`src/rtl/uart_stat_pkg.sv`:
```
`timescale 1ns/1ps
package uart_stat_pkg;
  typedef enum logic [1:0] {
    PAR_NONE = 2'b00,
    PAR_ZERO = 2'b01,
    PAR_ODD  = 2'b10,
    PAR_EVEN = 2'b11
  } parMode_e;

  // strobes from receive control to receive datapath
  typedef struct packed {
    logic startOk;
    logic shiftEn;
    logic parSample;
    logic stopSample;
    logic bitVal;
  } rxStrobe_t;
endpackage

```
`src/rtl/uart_tx.sv`:
```
`timescale 1ns/1ps
module uart_tx
  import uart_stat_pkg::*;
#(
  parameter int DATA_W = 8,
  parameter int OVS    = 16
) (
  input  logic              clk,
  input  logic              rstN,
  input  logic              baudTick,
  input  logic              txWr,
  input  logic [DATA_W-1:0] txData,
  input  logic              txExt,
  input  parMode_e          parMode,
  input  logic              twoStop,
  input  logic              nineBit,
  output logic              txd,
  output logic              txBusy,
  output logic              txEndIrq
);
  localparam int FRAME_W = DATA_W + 5;
  localparam int CNT_W   = $clog2(FRAME_W + 1);
  localparam int SUB_W   = $clog2(OVS);

  logic [DATA_W-1:0]  holdData;
  logic               holdExt, holdValid, active;
  logic [FRAME_W-1:0] shiftR, nextFrame;
  logic [CNT_W-1:0]   bitsLeft, nextLen, pos;
  logic [SUB_W-1:0]   subCnt;
  logic               ones, parBit;

  always_comb begin
    nextFrame = '1;
    nextFrame[0] = 1'b0;
    nextFrame[DATA_W:1] = holdData;
    pos = CNT_W'(DATA_W + 1);
    if (nineBit) begin
      nextFrame[pos] = holdExt;
      pos = pos + CNT_W'(1);
    end
    ones = (^holdData) ^ (nineBit & holdExt);
    unique case (parMode)
      PAR_ODD:  parBit = ~ones;
      PAR_EVEN: parBit = ones;
      default:  parBit = 1'b0;
    endcase
    if (parMode != PAR_NONE) begin
      nextFrame[pos] = parBit;
      pos = pos + CNT_W'(1);
    end
    nextLen = pos + CNT_W'(1) + {{(CNT_W-1){1'b0}}, twoStop};
  end

  always_ff @(posedge clk) begin
    if (!rstN) begin
      holdData  <= '0;
      holdExt   <= 1'b0;
      holdValid <= 1'b0;
      active    <= 1'b0;
      shiftR    <= '1;
      bitsLeft  <= '0;
      subCnt    <= '0;
      txEndIrq  <= 1'b0;
    end else begin
      txEndIrq <= 1'b0;
      if (!active) begin
        if (holdValid) begin
          shiftR    <= nextFrame;
          bitsLeft  <= nextLen;
          subCnt    <= '0;
          active    <= 1'b1;
          holdValid <= 1'b0;
        end
      end else if (baudTick) begin
        if (subCnt == SUB_W'(OVS - 1)) begin
          subCnt   <= '0;
          shiftR   <= {1'b1, shiftR[FRAME_W-1:1]};
          bitsLeft <= bitsLeft - CNT_W'(1);
          if (bitsLeft == CNT_W'(1)) begin
            active   <= 1'b0;
            txEndIrq <= 1'b1;
          end
        end else begin
          subCnt <= subCnt + SUB_W'(1);
        end
      end
      if (txWr) begin
        holdData  <= txData;
        holdExt   <= txExt;
        holdValid <= 1'b1;
      end
    end
  end

  assign txd    = active ? shiftR[0] : 1'b1;
  assign txBusy = active | holdValid;


  busy_end_chk: assert property (@(posedge clk) disable iff (!rstN)
    $fell(txBusy) |-> txEndIrq);

  idle_high_chk: assert property (@(posedge clk) disable iff (!rstN)
    !active |-> txd);
endmodule

```
`src/rtl/uart_rx_ctrl.sv`:
```
`timescale 1ns/1ps
module uart_rx_ctrl
  import uart_stat_pkg::*;
#(
  parameter int DATA_W = 8,
  parameter int OVS    = 16
) (
  input  logic      clk,
  input  logic      rstN,
  input  logic      baudTick,
  input  logic      rxd,
  input  parMode_e  parMode,
  input  logic      nineBit,
  output rxStrobe_t strobe,
  output logic      rxBusy,
  output logic      rxEndIrq
);
  localparam int SUB_W = $clog2(OVS);
  localparam int IDX_W = $clog2(DATA_W + 4);
  localparam int HALF  = OVS / 2;

  typedef enum logic [1:0] {ST_IDLE, ST_START, ST_RECV} rxState_e;
  rxState_e         state;
  logic             rxMeta, rxS, hasPar, sampleNow;
  logic [SUB_W-1:0] subCnt;
  logic [IDX_W-1:0] bitIdx, dataBits, stopIdx;

  always_comb begin
    hasPar    = (parMode != PAR_NONE);
    dataBits  = IDX_W'(DATA_W) + {{(IDX_W-1){1'b0}}, nineBit};
    stopIdx   = dataBits + {{(IDX_W-1){1'b0}}, hasPar};
    sampleNow = baudTick && (state == ST_RECV) && (subCnt == SUB_W'(OVS - 1));
    strobe.startOk    = baudTick && (state == ST_START) &&
                        (subCnt == SUB_W'(HALF - 1)) && !rxS;
    strobe.shiftEn    = sampleNow && (bitIdx < dataBits);
    strobe.parSample  = sampleNow && hasPar && (bitIdx == dataBits);
    strobe.stopSample = sampleNow && (bitIdx == stopIdx);
    strobe.bitVal     = rxS;
  end

  always_ff @(posedge clk) begin
    if (!rstN) begin
      rxMeta   <= 1'b1;
      rxS      <= 1'b1;
      state    <= ST_IDLE;
      subCnt   <= '0;
      bitIdx   <= '0;
      rxBusy   <= 1'b0;
      rxEndIrq <= 1'b0;
    end else begin
      rxMeta   <= rxd;
      rxS      <= rxMeta;
      rxEndIrq <= 1'b0;
      if (baudTick) begin
        unique case (state)
          ST_IDLE: if (!rxS) begin
            state  <= ST_START;
            subCnt <= '0;
          end
          ST_START: if (subCnt == SUB_W'(HALF - 1)) begin
            subCnt <= '0;
            bitIdx <= '0;
            if (!rxS) begin
              state  <= ST_RECV;
              rxBusy <= 1'b1;
            end else begin
              state <= ST_IDLE;
            end
          end else begin
            subCnt <= subCnt + SUB_W'(1);
          end
          ST_RECV: if (subCnt == SUB_W'(OVS - 1)) begin
            subCnt <= '0;
            if (bitIdx == stopIdx) begin
              state    <= ST_IDLE;
              rxBusy   <= 1'b0;
              rxEndIrq <= 1'b1;
            end else begin
              bitIdx <= bitIdx + IDX_W'(1);
            end
          end else begin
            subCnt <= subCnt + SUB_W'(1);
          end
          default: state <= ST_IDLE;
        endcase
      end
    end
  end


  rx_end_chk: assert property (@(posedge clk) disable iff (!rstN)
    $fell(rxBusy) |-> rxEndIrq);

  start_busy_chk: assert property (@(posedge clk) disable iff (!rstN)
    strobe.startOk |=> rxBusy);
endmodule

```
`src/rtl/uart_rx_dp.sv`:
```
`timescale 1ns/1ps
module uart_rx_dp
  import uart_stat_pkg::*;
#(
  parameter int DATA_W = 8
) (
  input  logic              clk,
  input  logic              rstN,
  input  rxStrobe_t         strobe,
  input  parMode_e          parMode,
  input  logic              nineBit,
  input  logic              rxRd,
  output logic [DATA_W-1:0] rxData,
  output logic              ninth,
  output logic              parErr,
  output logic              frameErr,
  output logic              overErr
);
  logic [DATA_W:0] shiftR;
  logic            parBad, bufFull, sumOdd;

  assign sumOdd = (^shiftR) ^ strobe.bitVal;

  always_ff @(posedge clk) begin
    if (!rstN) begin
      shiftR   <= '0;
      parBad   <= 1'b0;
      bufFull  <= 1'b0;
      rxData   <= '0;
      ninth    <= 1'b0;
      parErr   <= 1'b0;
      frameErr <= 1'b0;
      overErr  <= 1'b0;
    end else begin
      if (strobe.startOk) begin
        shiftR <= '0;
        parBad <= 1'b0;
      end
      if (strobe.shiftEn) shiftR <= {strobe.bitVal, shiftR[DATA_W:1]};
      if (strobe.parSample)
        parBad <= (parMode == PAR_ODD)  ? ~sumOdd :
                  (parMode == PAR_EVEN) ?  sumOdd : 1'b0;
      if (rxRd) begin
        parErr   <= 1'b0;
        frameErr <= 1'b0;
        overErr  <= 1'b0;
        bufFull  <= 1'b0;
      end
      if (strobe.stopSample) begin
        rxData   <= nineBit ? shiftR[DATA_W-1:0] : shiftR[DATA_W:1];
        ninth    <= nineBit & shiftR[DATA_W];
        parErr   <= parBad & parMode[1];
        frameErr <= ~strobe.bitVal;
        overErr  <= bufFull & ~rxRd;
        bufFull  <= 1'b1;
      end
    end
  end


  read_clear_chk: assert property (@(posedge clk) disable iff (!rstN)
    (rxRd && !strobe.stopSample) |=> (!parErr && !frameErr && !overErr));

  no_par_err_chk: assert property (@(posedge clk) disable iff (!rstN)
    (strobe.stopSample && !parMode[1]) |=> !parErr);
endmodule

```
`src/rtl/uart_stat.sv`:
```
`timescale 1ns/1ps
module uart_stat
  import uart_stat_pkg::*;
#(
  parameter int DATA_W = 8,
  parameter int OVS    = 16
) (
  input  logic              clk,
  input  logic              rstN,
  input  logic              baudTick,
  input  logic              rxd,
  input  logic              txWr,
  input  logic [DATA_W-1:0] txData,
  input  logic              txExt,
  input  logic              rxRd,
  input  logic [1:0]        parMode,
  input  logic              twoStop,
  input  logic              nineBit,
  output logic              txd,
  output logic [DATA_W-1:0] rxData,
  output logic [7:0]        status,
  output logic              txEndIrq,
  output logic              rxEndIrq
);
  parMode_e  pm;
  rxStrobe_t strobe;
  logic      txBusy, rxBusy, ninth, parErr, frameErr, overErr;

  assign pm = parMode_e'(parMode);

  uart_tx #(.DATA_W(DATA_W), .OVS(OVS)) u_tx (
    .clk(clk), .rstN(rstN), .baudTick(baudTick), .txWr(txWr),
    .txData(txData), .txExt(txExt), .parMode(pm), .twoStop(twoStop),
    .nineBit(nineBit), .txd(txd), .txBusy(txBusy), .txEndIrq(txEndIrq));

  uart_rx_ctrl #(.DATA_W(DATA_W), .OVS(OVS)) u_rxCtrl (
    .clk(clk), .rstN(rstN), .baudTick(baudTick), .rxd(rxd),
    .parMode(pm), .nineBit(nineBit), .strobe(strobe),
    .rxBusy(rxBusy), .rxEndIrq(rxEndIrq));

  uart_rx_dp #(.DATA_W(DATA_W)) u_rxDp (
    .clk(clk), .rstN(rstN), .strobe(strobe), .parMode(pm),
    .nineBit(nineBit), .rxRd(rxRd), .rxData(rxData), .ninth(ninth),
    .parErr(parErr), .frameErr(frameErr), .overErr(overErr));

  assign status = {txBusy, rxBusy, 1'b0, ninth, 1'b0, parErr, frameErr, overErr};
endmodule

```
`config.mk`:
```
export PLATFORM = sky130hd
export DESIGN_NAME = uart_stat
export DESIGN_NICKNAME = d
export VERILOG_FILES = /design/src/rtl/uart_stat_pkg.sv /design/src/rtl/uart_tx.sv /design/src/rtl/uart_rx_ctrl.sv /design/src/rtl/uart_rx_dp.sv /design/src/rtl/uart_stat.sv
export SDC_FILE = /design/constraint.sdc
export NUM_CORES = 1
export LEC_CHECK = 0
export ABC_AREA = 1
export BUFFER_PORTS_ARGS = -buffer_cell sky130_fd_sc_hd__buf_2
export CORE_MARGIN = 4
export CORE_UTILIZATION = 53
export CTS_BUF_LIST = sky130_fd_sc_hd__clkbuf_16
export DETAILED_ROUTE_END_ITERATION = 16
export PLACE_DENSITY = 0.76
export SYNTH_ARGS = -nofsm -noshare
export SYNTH_HDL_FRONTEND = slang
export SYNTH_SLANG_ARGS = --single-unit
export TNS_END_PERCENT = 1
```
`constraint.sdc`:
```
create_clock -name clk -period 2.3 [get_ports clk]
set_input_delay 0.46 -clock clk [delete_from_list [all_inputs] [get_ports clk]]
set_output_delay 0.46 -clock clk [all_outputs]
set_load 0.005 [all_outputs]
```
* After elaboration in Yosys (flattened, before gate mapping)
Cells that the tools add are included.
** Cells by class
- Add/sub/neg operators :: 9
- Order comparisons :: 3
- Equality and inequality tests :: 19
- Mux-type cells :: 61
- Bitwise logic cells :: 11
- Reductions and logical operators :: 29
** Operator list (count)
- two-way mux 13 bit :: 5
- two-way mux 4 bit :: 15
- two-way mux 1 bit :: 25
- adder 4 x 1 -> 4 bit, second input constant :: 5
- two-way mux 9 bit :: 2
- != test 2 bit, second input constant :: 9
- bitwise mux 13 bit :: 1
- two-way mux 2 bit :: 6
- case mux 4 bit (3 select lines) :: 1
- nonzero test 2 bit :: 6
- logical AND 1 bit :: 10
- AND reduction 5 bit :: 2
- parity 9 bit :: 1
- adder 4 x 1 -> 4 bit :: 2
- == test 4 bit :: 2
- == test 4 bit, second input constant :: 2
- two-way mux 8 bit :: 1
- case mux 4 bit (2 select lines) :: 1
- AND reduction 4 bit :: 2
- parity 8 bit :: 1
- == test 2 bit, second input constant :: 3
- case mux 2 bit (3 select lines) :: 1
- AND reduction 3 bit :: 2
- AND reduction 6 bit :: 1
- 18 further kinds :: 26
** Storage, ports and cells
- Register bits after elaboration :: 70
- Bits of input ports :: 19
- Output and inout port bits :: 19
- Word-level logic and storage cells :: 155

* Depth between registers and ports, before layout
- Word-level depth :: 9
- Gate-level depth with buffers :: 14

* By module
From an unflattened synthesis, not the netlist that was laid out.
** Second synthesis, totals
- Cells, all modules :: 525
- Area, all modules :: 3781.1 um^2
** Modules (own cells, without submodules)
- uart_tx :: times used 1, cells an instance 219, area an instance 1616.6 um^2, seq. area each 620.6 um^2
- uart_rx_dp :: times used 1, cells an instance 166, area an instance 1134.8 um^2, seq. area each 460.4 um^2
- uart_rx_ctrl :: times used 1, cells an instance 131, area an instance 965.9 um^2, seq. area each 280.3 um^2
- uart_stat :: times used 1, cells an instance 9, area an instance 63.8 um^2, seq. area each 0.0 um^2

* Worst setup path before layout
No wires, ideal clock.
- Kind :: input to register
- Start :: input nineBit
- End :: register u_rxCtrl.bitIdx[1]
- Library setup time :: 86 ps
- Arrival time :: 2286 ps
- Required time :: 2214 ps
- Setup slack :: -72 ps
- Cell stages on the path :: 10
- Buffers on the path :: 2
- Cells stage by stage :: clkbuf_1 > inv_1 > clkbuf_1 > ha_1 > xor2_1 > nor2_1 > nand2_1 > o21ai_0 > a21oi_1 > a211oi_1
** Between the ends
- Cells in the longest elaborated chain, start to end :: 5
** RTL lines
- from (decl) :: line uart_stat.sv:18 : input logic nineBit,
- adder 4 x 1 -> 4 bit :: line uart_rx_ctrl.sv:30 : dataBits = IDX_W'(DATA_W) + {{(IDX_W-1){1'b0}}, nineBit};
- adder 4 x 1 -> 4 bit :: line uart_rx_ctrl.sv:31 : stopIdx = dataBits + {{(IDX_W-1){1'b0}}, hasPar};
- == test 4 bit :: line uart_rx_ctrl.sv:74 : if (bitIdx == stopIdx) begin
- != test 2 bit (no source line)
- AND reduction 5 bit (no source line)
- to (signal assigned) :: line uart_rx_ctrl.sv:79 : bitIdx <= bitIdx + IDX_W'(1);
- to (decl) :: line uart_rx_ctrl.sv:26 : logic [IDX_W-1:0] bitIdx, dataBits, stopIdx;
No other way between the ends.
A chain may end at the register's enable or synchronous reset.

* Final worst setup path
- Start :: input parMode[0]
- End :: register u_rxCtrl.bitIdx[1]
** Between the ends
- Cells in the longest elaborated chain, start to end :: 5
** RTL lines
- from (decl) :: line uart_stat.sv:16 : input logic [1:0] parMode,
- nonzero test 2 bit :: line uart_rx_ctrl.sv:29 : hasPar = (parMode != PAR_NONE);
- adder 4 x 1 -> 4 bit :: line uart_rx_ctrl.sv:31
- == test 4 bit :: line uart_rx_ctrl.sv:74
- != test 2 bit (no source line)
- AND reduction 5 bit (no source line)
No other way between the ends.

==> implementation parameters <==
Parameter                              Value

Setup path
  Critical Path Fanout Max ... 3
  Worst reg2reg path endpoint ... u_rxDp.shiftR[7]
  Classification of the worst setup path ... primary input to register
  Stages on worst setup path ... 9
  Type of element capturing the critical path ... register
  CP top delay family ... compound AO/OA/AOI/OAI gates
  Worst path slowest cell ... xnor2_1
  R2r worst-path depth ... 9
  Register-to-Register Setup Slack ... 0.37 ns
  Origin of the worst setup path ... parMode[0]
  WP data required ... 2.54 ns
  WP buf/inv ... 2
  Cells along the critical path ... buf_2 -> nor2_1 -> inv_1 -> ha_1 -> xnor2_1 -> nand2_1 -> o21ai_0 -> a21oi_1 -> a211oi_1
  RR Startpoint ... u_rxCtrl.state[0]
  Crit path largest cell delay ... 0.35 ns
  Critical Path Source Type ... primary input
  Crit path arrival time ... 2.24 ns

Finish
  Diodes inserted ... 0
  Area growth, synth to finish ... 13.9%
  Number of fill cells ... 558
  Ratio of cells with drive above 1 in the final layout ... 0.138
  Most used cells in the layout excluding fill and tap cells ... 121 x nand2_1, 68 x dfxtp_1, 63 x inv_1, 35 x o21ai_0, 35 x buf_2
  Most common cell after layout, fill and taps aside ... nand2_1
  Net count reported at finish ... 550

STA
  Achievable frequency ... ~500 MHz
  Post-Route Hold Slack ... 0.320 ns
  Worst setup skew after layout ... 0.00435 ns
  Final period demand of the worst path ... 2.00 ns
  Final period util ... 0.871
  Hold violation total from the final report ... 0
  RSZ-0062 raised after global routing ... false
  Max-slew violation total from the final report ... 0
  Final setup TNS ... 0 ns
  Number of setup violations in the final report ... 0

Clocking
  Cell at the root of the clock tree ... clkbuf_16
  Buffers inserted by post-CTS timing repair ... 0
  Worst skew pair latency ... 0.32 ns
  Clock tree from TritonCTS ... done
  Number of cells upsized or downsized after cts ... 0
  Bufs on Longest Clock Path ... 2
  H-tree levels ... 3
  # hold bufs at CTS ... 0
  Clock-pin slew on the worst setup and hold paths ... 0.05 ns
  Total clock sinks ... 68
  Cts bufs inserted ... 9

Floorplanning
  Starting Density ... 0.549
  Floorplan core area ... 6350 µm²
  Floorplan die width ... 89.1 µm
  Height of the die ... 89.1 µm
  Number of top-level design ports ... 38
  Cell row count ... 29
  Die Footprint ... 7940 µm²

Route
  Routed vias/inst ... 5.29
  Avg WL per Cell ... between 10 and 15 µm
  Antenna violation net count after detailed routing ... 0
  Detailed route wirelength on metal2 ... 3560 µm
  Routed via count ... between 3k and 4k
  Amount of wire on met3 after detailed routing ... 448 µm
  Wirelength, routed ... between 7000 and 8000 µm
  1st-iter DRT viols ... between 150 and 200
  Highest metal layer with signal wires ... met4
  Number of design rule violations left after detail routing ... 0
  Wire length on met1 ... 3410 µm
  Number of detailed-route iterations in the first pass ... 4

Hold path
  Hold/Removal Path Class ... primary input to register
  Hold path startpoint ... rxd
  Worst hold path stage count ... 2
  Hold Crit Endpoint ... u_rxCtrl.rxMeta

Logic synthesis
  Count of flip-flops with a built-in enable after synthesis ... 0
  Total of flip-flops plus latches after synthesis ... 68
  Total number of yosys warnings ... 0
  Number of instances in the synthesized netlist ... approximately 480
  Sequential area share after synthesis ... 0.391
  Most used flip-flop cell after synthesis ... dfxtp_1
  Synthesized area ... 3480 µm²
  Biggest area contributors in the synthesized netlist ... dfxtp_1 39%, nand2_1 13%, inv_1 6.8%, o21ai_0 5.0%, ha_1 4.7%
  Average size of a mapped cell ... 7.20 µm²
  Post-synthesis cell type with the largest combined area ... dfxtp_1
  Area share of the leading cell type in the synthesized netlist ... 0.391
  FFs w/ async S/R, synth ... 0
  Distinct cell type count after synthesis ... 43

GRT
  Final global-route overflow total ... 0
  Maximum number of pins on one net before global-route repair ... 39
  Via count of the first global-routing pass ... 2900
  All-Layer GR Usage ... 0.208
  First-pass GRT wire length ... 12900 µm
  Number of antenna violations at the first check in global routing ... 0

Power and ir drop
  P_int ... 2.17 mW
  P per Cell Area ... approximately 740 nW/µm²
  Sequential Power Share ... 0.436
  Peak ir drop on the vdd network ... 534 µV
  Switching power of the nets ... 0.752 mW
  Clock network fraction of design power ... 0.439
  Combinational power share ... 0.125
  Fraction of power spent switching nets ... 0.257
  Leak ... between 1.5 and 2 nW

Flow run
  Number of max-cap violations ... 0

Placement
  # port buffers ... 35
  RePlAce Congestion ... just over 0.8
  Detailed-placement wirelength estimate ... 5350 µm

Status
  Run status ... finished, final reports clean
## layout make-up
| type | count | area [µm²] | area share |
|---|---|---|---|
| Timing Repair Buffer | 43 | 235 | 0.0593 |
| Tap cell | 77 | 96.3 | 0.0243 |
| Sequential cell | 68 | 1360 | 0.343 |
| Clock inverter | 5 | 45.0 | 0.0114 |
| Multi-Input combinational cell | 328 | 1750 | 0.441 |
| Inverter | 67 | 256 | 0.0646 |
| Clock buffer | 9 | 225 | 0.0568 |
## metrics by stage
| step | worst slack (ns) | cells | total power [mW] | instance area, µm² | util |
|---|---|---|---|---|---|
| 6_report | 0.296 | 597 | 2.93 | 3970 | 0.625 |
| 3_5_place_dp | 0.0480 | 583 | 1.66 | 3700 | 0.582 |
| 3_3_place_gp | 0.174 | 583 | 1.65 | 3700 | 0.582 |
| 5_1_grt | 0.0478 | 597 | 3.06 | 3970 | 0.625 |
| 4_1_cts | 0.299 | 597 | 2.94 | 3970 | 0.625 |
| 2_1_floorplan | 0.0943 | 485 | 1.57 | 3490 | - |
## worst max path at each step
stage / slack (ns) / endpoint
floorplan: 0.09 / u_rxCtrl.bitIdx[1]
global placement: 0.17 / u_rxCtrl.bitIdx[1]
detailed placement: 0.05 / u_rxCtrl.bitIdx[0]
CTS: 0.30 / u_rxCtrl.bitIdx[1]
global route: 0.05 / u_rxCtrl.bitIdx[0]
finish: 0.30 / u_rxCtrl.bitIdx[1]
## power groups by stage
stage               combinational [mW]  sequential [mW]  clock, mW
finish                           0.367             1.27       1.28
global route                     0.427             1.28       1.36
CTS                              0.367             1.27       1.30
detailed placement               0.362             1.30          0
global placement                 0.353             1.30          0
floorplan                        0.285             1.28          0
## Yosys cell counts, types with 2 or more instances
cell type  instances
nand2_1          121
buf_2              2
a211oi_1           2
o211ai_1           7
buf_4              8
nand4_1            3
nand3_1           24
a21oi_1           31
o21ai_0           35
ha_1              13
xor2_1             5
dfxtp_1           68
a221oi_1           2
clkbuf_1           9
nor3_4             2
buf_1              2
a31oi_1            7
nor2_2             3
nand2_2            3
o22ai_1            8
xnor2_1            7
nor2_1            33
clkinv_1           2
inv_1             63
or2_2              2
nor3_1             5
## cells by family after synthesis
logic type | synth area share
AND/OR/NAND/NOR | 0.254
flip-flops | 0.391
XOR/XNOR | 0.0302
adder cells (fa/ha/maj) | 0.0524
buffers and inverters | 0.109
other | 0.00108
AO/OA/AOI/OAI | 0.163
## state kept, by name, summed over array words and instances (netlist names), 2 cells and up
signal	cells
u_rxCtrl.bitIdx	4
u_rxCtrl.subCnt	4
u_tx.subCnt	4
u_tx.shiftR	11
u_rxDp.rxData	8
u_tx.bitsLeft	4
u_tx.holdData	8
u_rxCtrl.state	2
u_rxDp.shiftR	9
## layer usage
| metal | GRT usage | up-vias |
|---|---|---|
| met5 | 0 | - |
| met4 | 0.0622 | 0 |
| met3 | 0.0627 | 11 |
| met1 | 0.262 | 1444 |
| li1 | - | 1628 |
| met2 | 0.344 | 75 |
Note: power is estimated with default switching activity, not from simulation.
